$ cat src/rtl/ebw_pkg.sv
package ebw_pkg;
  typedef enum logic {PH_IDLE = 1'b0, PH_RECV = 1'b1} ebw_phase_e;

  // Number of bytes that remain once the two trailing check bytes are removed.
  function automatic int unsigned strip_check_bytes(input int unsigned total);
    return (total >= 2) ? total - 2 : 0;
  endfunction
endpackage

$ cat src/rtl/ebw_pos_counter.sv
module ebw_pos_counter #(
  parameter int LEN_W = 11
) (
  input  logic             clk,
  input  logic             rst,
  input  logic             clear,
  input  logic             step,
  output logic [LEN_W-1:0] pos
);
  localparam logic [LEN_W-1:0] POS_MAX = {LEN_W{1'b1}};

  always_ff @(posedge clk) begin
    if (rst || clear) begin
      pos <= '0;
    end else if (step && pos != POS_MAX) begin
      pos <= pos + 1'b1;
    end
  end
endmodule

$ cat src/rtl/ebw_write_gate.sv
module ebw_write_gate #(
  parameter int ADDR_W = 12,
  parameter int LEN_W  = 11,
  parameter int DATA_W = 8
) (
  input  logic              clk,
  input  logic              rst,
  input  logic              fire,
  input  logic [ADDR_W-1:0] base,
  input  logic [LEN_W-1:0]  limit,
  input  logic [LEN_W-1:0]  pos,
  input  logic [DATA_W-1:0] din,
  output logic              wr_en,
  output logic [ADDR_W-1:0] wr_addr,
  output logic [DATA_W-1:0] wr_data
);
  logic in_room;
  assign in_room = (pos < limit);

  always_ff @(posedge clk) begin
    if (rst) begin
      wr_en <= 1'b0;
    end else begin
      wr_en <= fire && in_room;
    end
  end

  // Address and data need no reset; they matter only while wr_en is high.
  always_ff @(posedge clk) begin
    if (fire) begin
      wr_addr <= base + ADDR_W'(pos);
      wr_data <= din;
    end
  end
endmodule

$ cat src/rtl/ebw_count_report.sv
module ebw_count_report #(
  parameter int LEN_W = 11
) (
  input  logic             clk,
  input  logic             rst,
  input  logic             fire,
  input  logic             step,
  input  logic [LEN_W-1:0] pos,
  output logic             done,
  output logic [LEN_W-1:0] count
);
  import ebw_pkg::*;

  localparam logic [LEN_W-1:0] POS_MAX = {LEN_W{1'b1}};

  logic [LEN_W-1:0] total;
  assign total = (step && pos != POS_MAX) ? pos + 1'b1 : pos;

  always_ff @(posedge clk) begin
    if (rst) begin
      done  <= 1'b0;
      count <= '0;
    end else begin
      done <= fire;
      if (fire) begin
        count <= LEN_W'(strip_check_bytes(32'(total)));
      end
    end
  end
endmodule

$ cat src/rtl/out_buf_writer.sv
module out_buf_writer #(
  parameter int ADDR_W = 12,
  parameter int LEN_W  = 11,
  parameter int DATA_W = 8
) (
  input  logic              clk,
  input  logic              rst,
  input  logic              pkt_start,
  input  logic [ADDR_W-1:0] buf_base,
  input  logic [LEN_W-1:0]  max_len,
  input  logic              rx_valid,
  input  logic [DATA_W-1:0] rx_byte,
  input  logic              rx_eop,
  input  logic              pkt_abort,
  output logic              wr_en,
  output logic [ADDR_W-1:0] wr_addr,
  output logic [DATA_W-1:0] wr_data,
  output logic              len_done,
  output logic [LEN_W-1:0]  len_bytes
);
  import ebw_pkg::*;

  ebw_phase_e        phase_q;
  logic [ADDR_W-1:0] base_q;
  logic [LEN_W-1:0]  max_q;
  logic [LEN_W-1:0]  pos;
  logic              in_recv;
  logic              active;
  logic              step;
  logic              finish;
  logic              clear;

  assign in_recv = (phase_q == PH_RECV);
  assign active  = in_recv && !pkt_abort && !pkt_start;
  assign step    = active && rx_valid;
  assign finish  = active && rx_eop;
  assign clear   = pkt_abort || pkt_start || finish;

  always_ff @(posedge clk) begin
    if (rst) begin
      phase_q <= PH_IDLE;
      base_q  <= '0;
      max_q   <= '0;
    end else if (pkt_abort) begin
      phase_q <= PH_IDLE;
    end else if (pkt_start) begin
      phase_q <= PH_RECV;
      base_q  <= buf_base;
      max_q   <= max_len;
    end else if (finish) begin
      phase_q <= PH_IDLE;
    end
  end

  ebw_pos_counter #(.LEN_W(LEN_W)) pos_i (
    .clk   (clk),
    .rst   (rst),
    .clear (clear),
    .step  (step),
    .pos   (pos)
  );

  ebw_write_gate #(.ADDR_W(ADDR_W), .LEN_W(LEN_W), .DATA_W(DATA_W)) gate_i (
    .clk     (clk),
    .rst     (rst),
    .fire    (step),
    .base    (base_q),
    .limit   (max_q),
    .pos     (pos),
    .din     (rx_byte),
    .wr_en   (wr_en),
    .wr_addr (wr_addr),
    .wr_data (wr_data)
  );

  ebw_count_report #(.LEN_W(LEN_W)) report_i (
    .clk   (clk),
    .rst   (rst),
    .fire  (finish),
    .step  (step),
    .pos   (pos),
    .done  (len_done),
    .count (len_bytes)
  );
endmodule

$ cat config.mk
export PLATFORM = sky130hd
export DESIGN_NAME = out_buf_writer
export DESIGN_NICKNAME = d
export VERILOG_FILES = /design/src/rtl/ebw_pkg.sv /design/src/rtl/ebw_pos_counter.sv /design/src/rtl/ebw_write_gate.sv /design/src/rtl/ebw_count_report.sv /design/src/rtl/out_buf_writer.sv
export SDC_FILE = /design/constraint.sdc
export NUM_CORES = 1
export LEC_CHECK = 0
export BUFFER_PORTS_ARGS = -buffer_cell sky130_fd_sc_hd__buf_2
export CAP_MARGIN = 25
export CORE_ASPECT_RATIO = 0.5
export CORE_MARGIN = 1.5
export CORE_UTILIZATION = 40
export DETAILED_ROUTE_END_ITERATION = 10
export HOLD_SLACK_MARGIN = 0.06
export PLACE_DENSITY = 0.68
export SETUP_SLACK_MARGIN = 0.15
export SLEW_MARGIN = 20
export SYNTH_ARGS = -nofsm -noshare
export SYNTH_HDL_FRONTEND = slang
export SYNTH_SLANG_ARGS = --single-unit
$ cat constraint.sdc
create_clock -name clk -period 9.75 [get_ports clk]
set_input_delay 0.975 -clock clk [delete_from_list [all_inputs] [get_ports clk]]
set_output_delay 0.975 -clock clk [all_outputs]
set_load 0.02 [all_outputs]
==> run_results.csv <==
group,metric,value,unit
status,outcome,"finished, final reports clean",
global_route,grt_overflow_total,0,
synth,ys_ff_latch,68,
floorplan,pin_count,70,
global_route,grt_max_degree,30,
clocking,insertion_delay,0.34,ns
critical_path,cp.arrival,4.25,ns
global_route,grt_use_total,18.0,%
detailed_routing,via_count,2759,
synth,synth_seq_area_share,45.5,%
synth,synthDistinctLibCells,58,
synth,yosys.area.top_type,"dfxtp_1",
detailed_routing,viasPerCell,5.08,
critical_path,criticalPathCategory,"in -> reg",
timing,worst_slack,5.74,ns
timing,fin_crit,4.01,ns
floorplan,die_area,9180,um^2
worst_hold_path,worstHoldPathType,"reg -> reg",
timing,setup_viol,0,
timing,rsz0062_at_grt,"false",
synth,syn_area_per_cell,9.58,um^2
power_and_ir_drop,comb_power_share,5.3,%
timing,worst_slew_pin_slew,0.881,ns
clocking,cts_tree,"done",
power_and_ir_drop,p_int,0.000497,W
final_layout,area_growth,20.7,%
synth,synthTopCellsByArea,"dfxtp_1, edfxtp_1, ha_1, nand2_1, a21oi_1",
final_layout,diodes,0,
run,drv_cap,0,
timing,finalHoldViolations,0,
placement,port_buffers,69,
placement,dp_hpwl,5620,um
clocking,cts_buffers,9,
synth,syn_area,3430,um^2
global_route,grt_pass1_wl,12400,um
critical_path,required,9.99,ns
power_and_ir_drop,p_per_area,154,nW/um^2
power_and_ir_drop,pwr-share-clk,47.8,%
floorplan,core,8140,um^2
synth,async_flop_share,0,%
global_route,top_usage_layer,"met2",
floorplan,initial_utilization,42.1,%
global_route,grt_util_met1,23.8,%
placement,pre_cts_slack,5.39,ns
timing,drv_slew,0,
final_layout,fin_nets,487,
timing,maxSlewHeadroom,41.1,%
critical_path,end_kind,"flop",
clocking,postCtsSetupRepairBufs,0,
detailed_routing,drc_errors,0,
power_and_ir_drop,sw_frac_of_total,21.8,%
critical_path,reg2reg_setup_slack,5.99,ns
critical_path,worstRegToRegCells,11,
timing,fin_skew,0.00539,ns
clocking,clockBufferDepth,2,
critical_path,crit_path_end,"report_i.count[1]$_SDFFE_PP0P_",
timing,fmax,249,MHz
synth,synth_top_area_share,28.0,%
critical_path,crit_fanout,29,
detailed_routing,first_pass_iters,5,
floorplan,die_y,68.5,um
global_route,met3_usage,7.63,%
detailed_routing,avgRoutedWirePerCell,14.1,um
power_and_ir_drop,p_leak,1.71,nW
global_route,grt_pass1_vias,2598,
timing,min_period_over_period,41.1,%
global_route,use_met2,26.5,%
clocking,cts-resized-gates,0,
critical_path,crit_path_start_kind,"input pin",
critical_path,timing.rr.start,"pos_i.pos[1]$_SDFF_PP0_",
clocking,cts.htree.levels,3,
power_and_ir_drop,pwr-share-seq,46.9,%
floorplan,fp.dieW,134,um
critical_path,timing.rr.end,"report_i.count[1]$_SDFFE_PP0P_",
synth,synth_edf_count,20,
power_and_ir_drop,vdd_drop_max,0.0878,mV
final_layout,final_core_util,50.8,%
floorplan,num_rows,23,
final_layout,fill_cells,805,
final_layout,drive_gt1_share,21.8,%
power_and_ir_drop,switching_power,0.000139,W
clocking,postCtsHoldBufs,0,
synth,ys_warn_count,0,
global_route,antenna_found_initial,0,
clocking,clk_pin_slew,0.05,ns
detailed_routing,drt_iter0_markers,166,
critical_path,worstSetupStartpoint,"pkt_abort",
synth,synthCells,358,
clocking,cts_root_buf,"clkbuf_16",
detailed_routing,wirelength,7640,um
timing,fin_tns_setup,0,ns
clocking,clock-sinks,68,
placement,gp_congestion,0.873,
synth,ys_top_cells_by_count,"nand2_1, dfxtp_1, a21oi_1, ha_1, nor2_1",
synth,synth.net_count,419,
synth,synthFlopType,"dfxtp_1",
detailed_routing,ant_nets,0,
synth,post-synth-top-count-cell,"nand2_1",
## state kept, by name, indices dropped and copies added (netlist names)
name            count
base_q             12
in_recv             1
gate_i.wr_en        1
report_i.count     11
pos_i.pos          11
gate_i.wr_data      8
max_q              11
gate_i.wr_addr     12
report_i.done       1
## metal layers
layer | wire [um] | vias up
met4 | 81 | 0
met2 | 3060 | 77
met3 | 576 | 7
met5 | 0 | -
li1 | - | 1416
met1 | 3930 | 1259
## metrics by stage
| stage | area [um^2] | power [W] | instances | hold slack (ns) |
|---|---|---|---|---|
| 3_5_place_dp | 3860 | 0.000339 | 527 | 0.450 |
| 4_1_cts | 4140 | 0.000643 | 543 | 0.457 |
| 2_1_floorplan | 3430 | 0.000326 | 358 | 0.436 |
| 6_report | 4140 | 0.000636 | 543 | 0.453 |
| 5_1_grt | 4140 | 0.000663 | 543 | 0.481 |
| 3_3_place_gp | 3860 | 0.000338 | 527 | 0.446 |
## cells in the final DEF (no fill, tap or decap), drive strengths merged, types with 3 or more instances in the layout
master and n:
ha 23, nand2b 4, dfxtp 48, xnor2 15
o31ai 3, a31oi 3, a22o 10, and3 3
nor4 4, nor2 23, edfxtp 20, inv 18
clkinv 3, clkbuf 13, nor3 6, o21ai 8
nor2b 7, a21oi 29, nand4 5, xor2 5
buf 70, nand3 9, nand2 56, a21o 7
and2 3
## power groups by stage
stage	Sequential (W)	Clock, W	Combinational [W]
after floorplan	0.000305	0	0.0000210
after global placement	0.000305	0	0.0000333
after detailed placement	0.000305	0	0.0000338
after CTS	0.000299	0.000310	0.0000340
after global routing	0.000299	0.000325	0.0000385
final	0.000299	0.000304	0.0000337
## cell type report
type	count	area, um^2	share of cell area (%)
clock buffer	13	260	6.29
timing repair buffer	70	353	8.52
multi-input combinational	258	1720	41.6
sequential	68	1560	37.7
clock inverter	3	21.3	0.514
inverter	19	83.8	2.02
tap	112	140	3.38
## worst max-delay path, stage by stage
cell and delay (ns):
buf_2 0.13, nand4bb_1 0.53, clkinv_8 0.34, o31ai_1 0.17
mux2i_1 0.39, ha_1 0.30, nand4_1 0.11, a2bb2oi_1 0.19
nor4_4 0.34, o2111ai_1 0.19, and2_1 0.31, a22o_1 0.26
## kinds of logic after synthesis
logic type / share of synthesized area [%]
flip-flops: 45.5
adder cells (fa/ha/maj): 8.97
AND/OR/NAND/NOR: 20.0
buffers and inverters: 4.34
AO/OA/AOI/OAI: 15.2
XOR/XNOR: 5.11
multiplexers: 0.912
## worst min path at each step
| stage | start | endpoint | cells after the start |
|---|---|---|---|
| final | max_q[7]$_SDFFE_PP0P_ | max_q[7]$_SDFFE_PP0P_ | 2 |
| after floorplan | max_q[10]$_SDFFE_PP0P_ | max_q[10]$_SDFFE_PP0P_ | 2 |
| after global placement | max_q[10]$_SDFFE_PP0P_ | max_q[10]$_SDFFE_PP0P_ | 2 |
| after CTS | max_q[7]$_SDFFE_PP0P_ | max_q[7]$_SDFFE_PP0P_ | 2 |
| after global routing | base_q[9]$_SDFFE_PP0P_ | base_q[9]$_SDFFE_PP0P_ | 2 |
| after detailed placement | max_q[7]$_SDFFE_PP0P_ | max_q[7]$_SDFFE_PP0P_ | 2 |
Note: power is estimated with default switching activity, not from simulation.
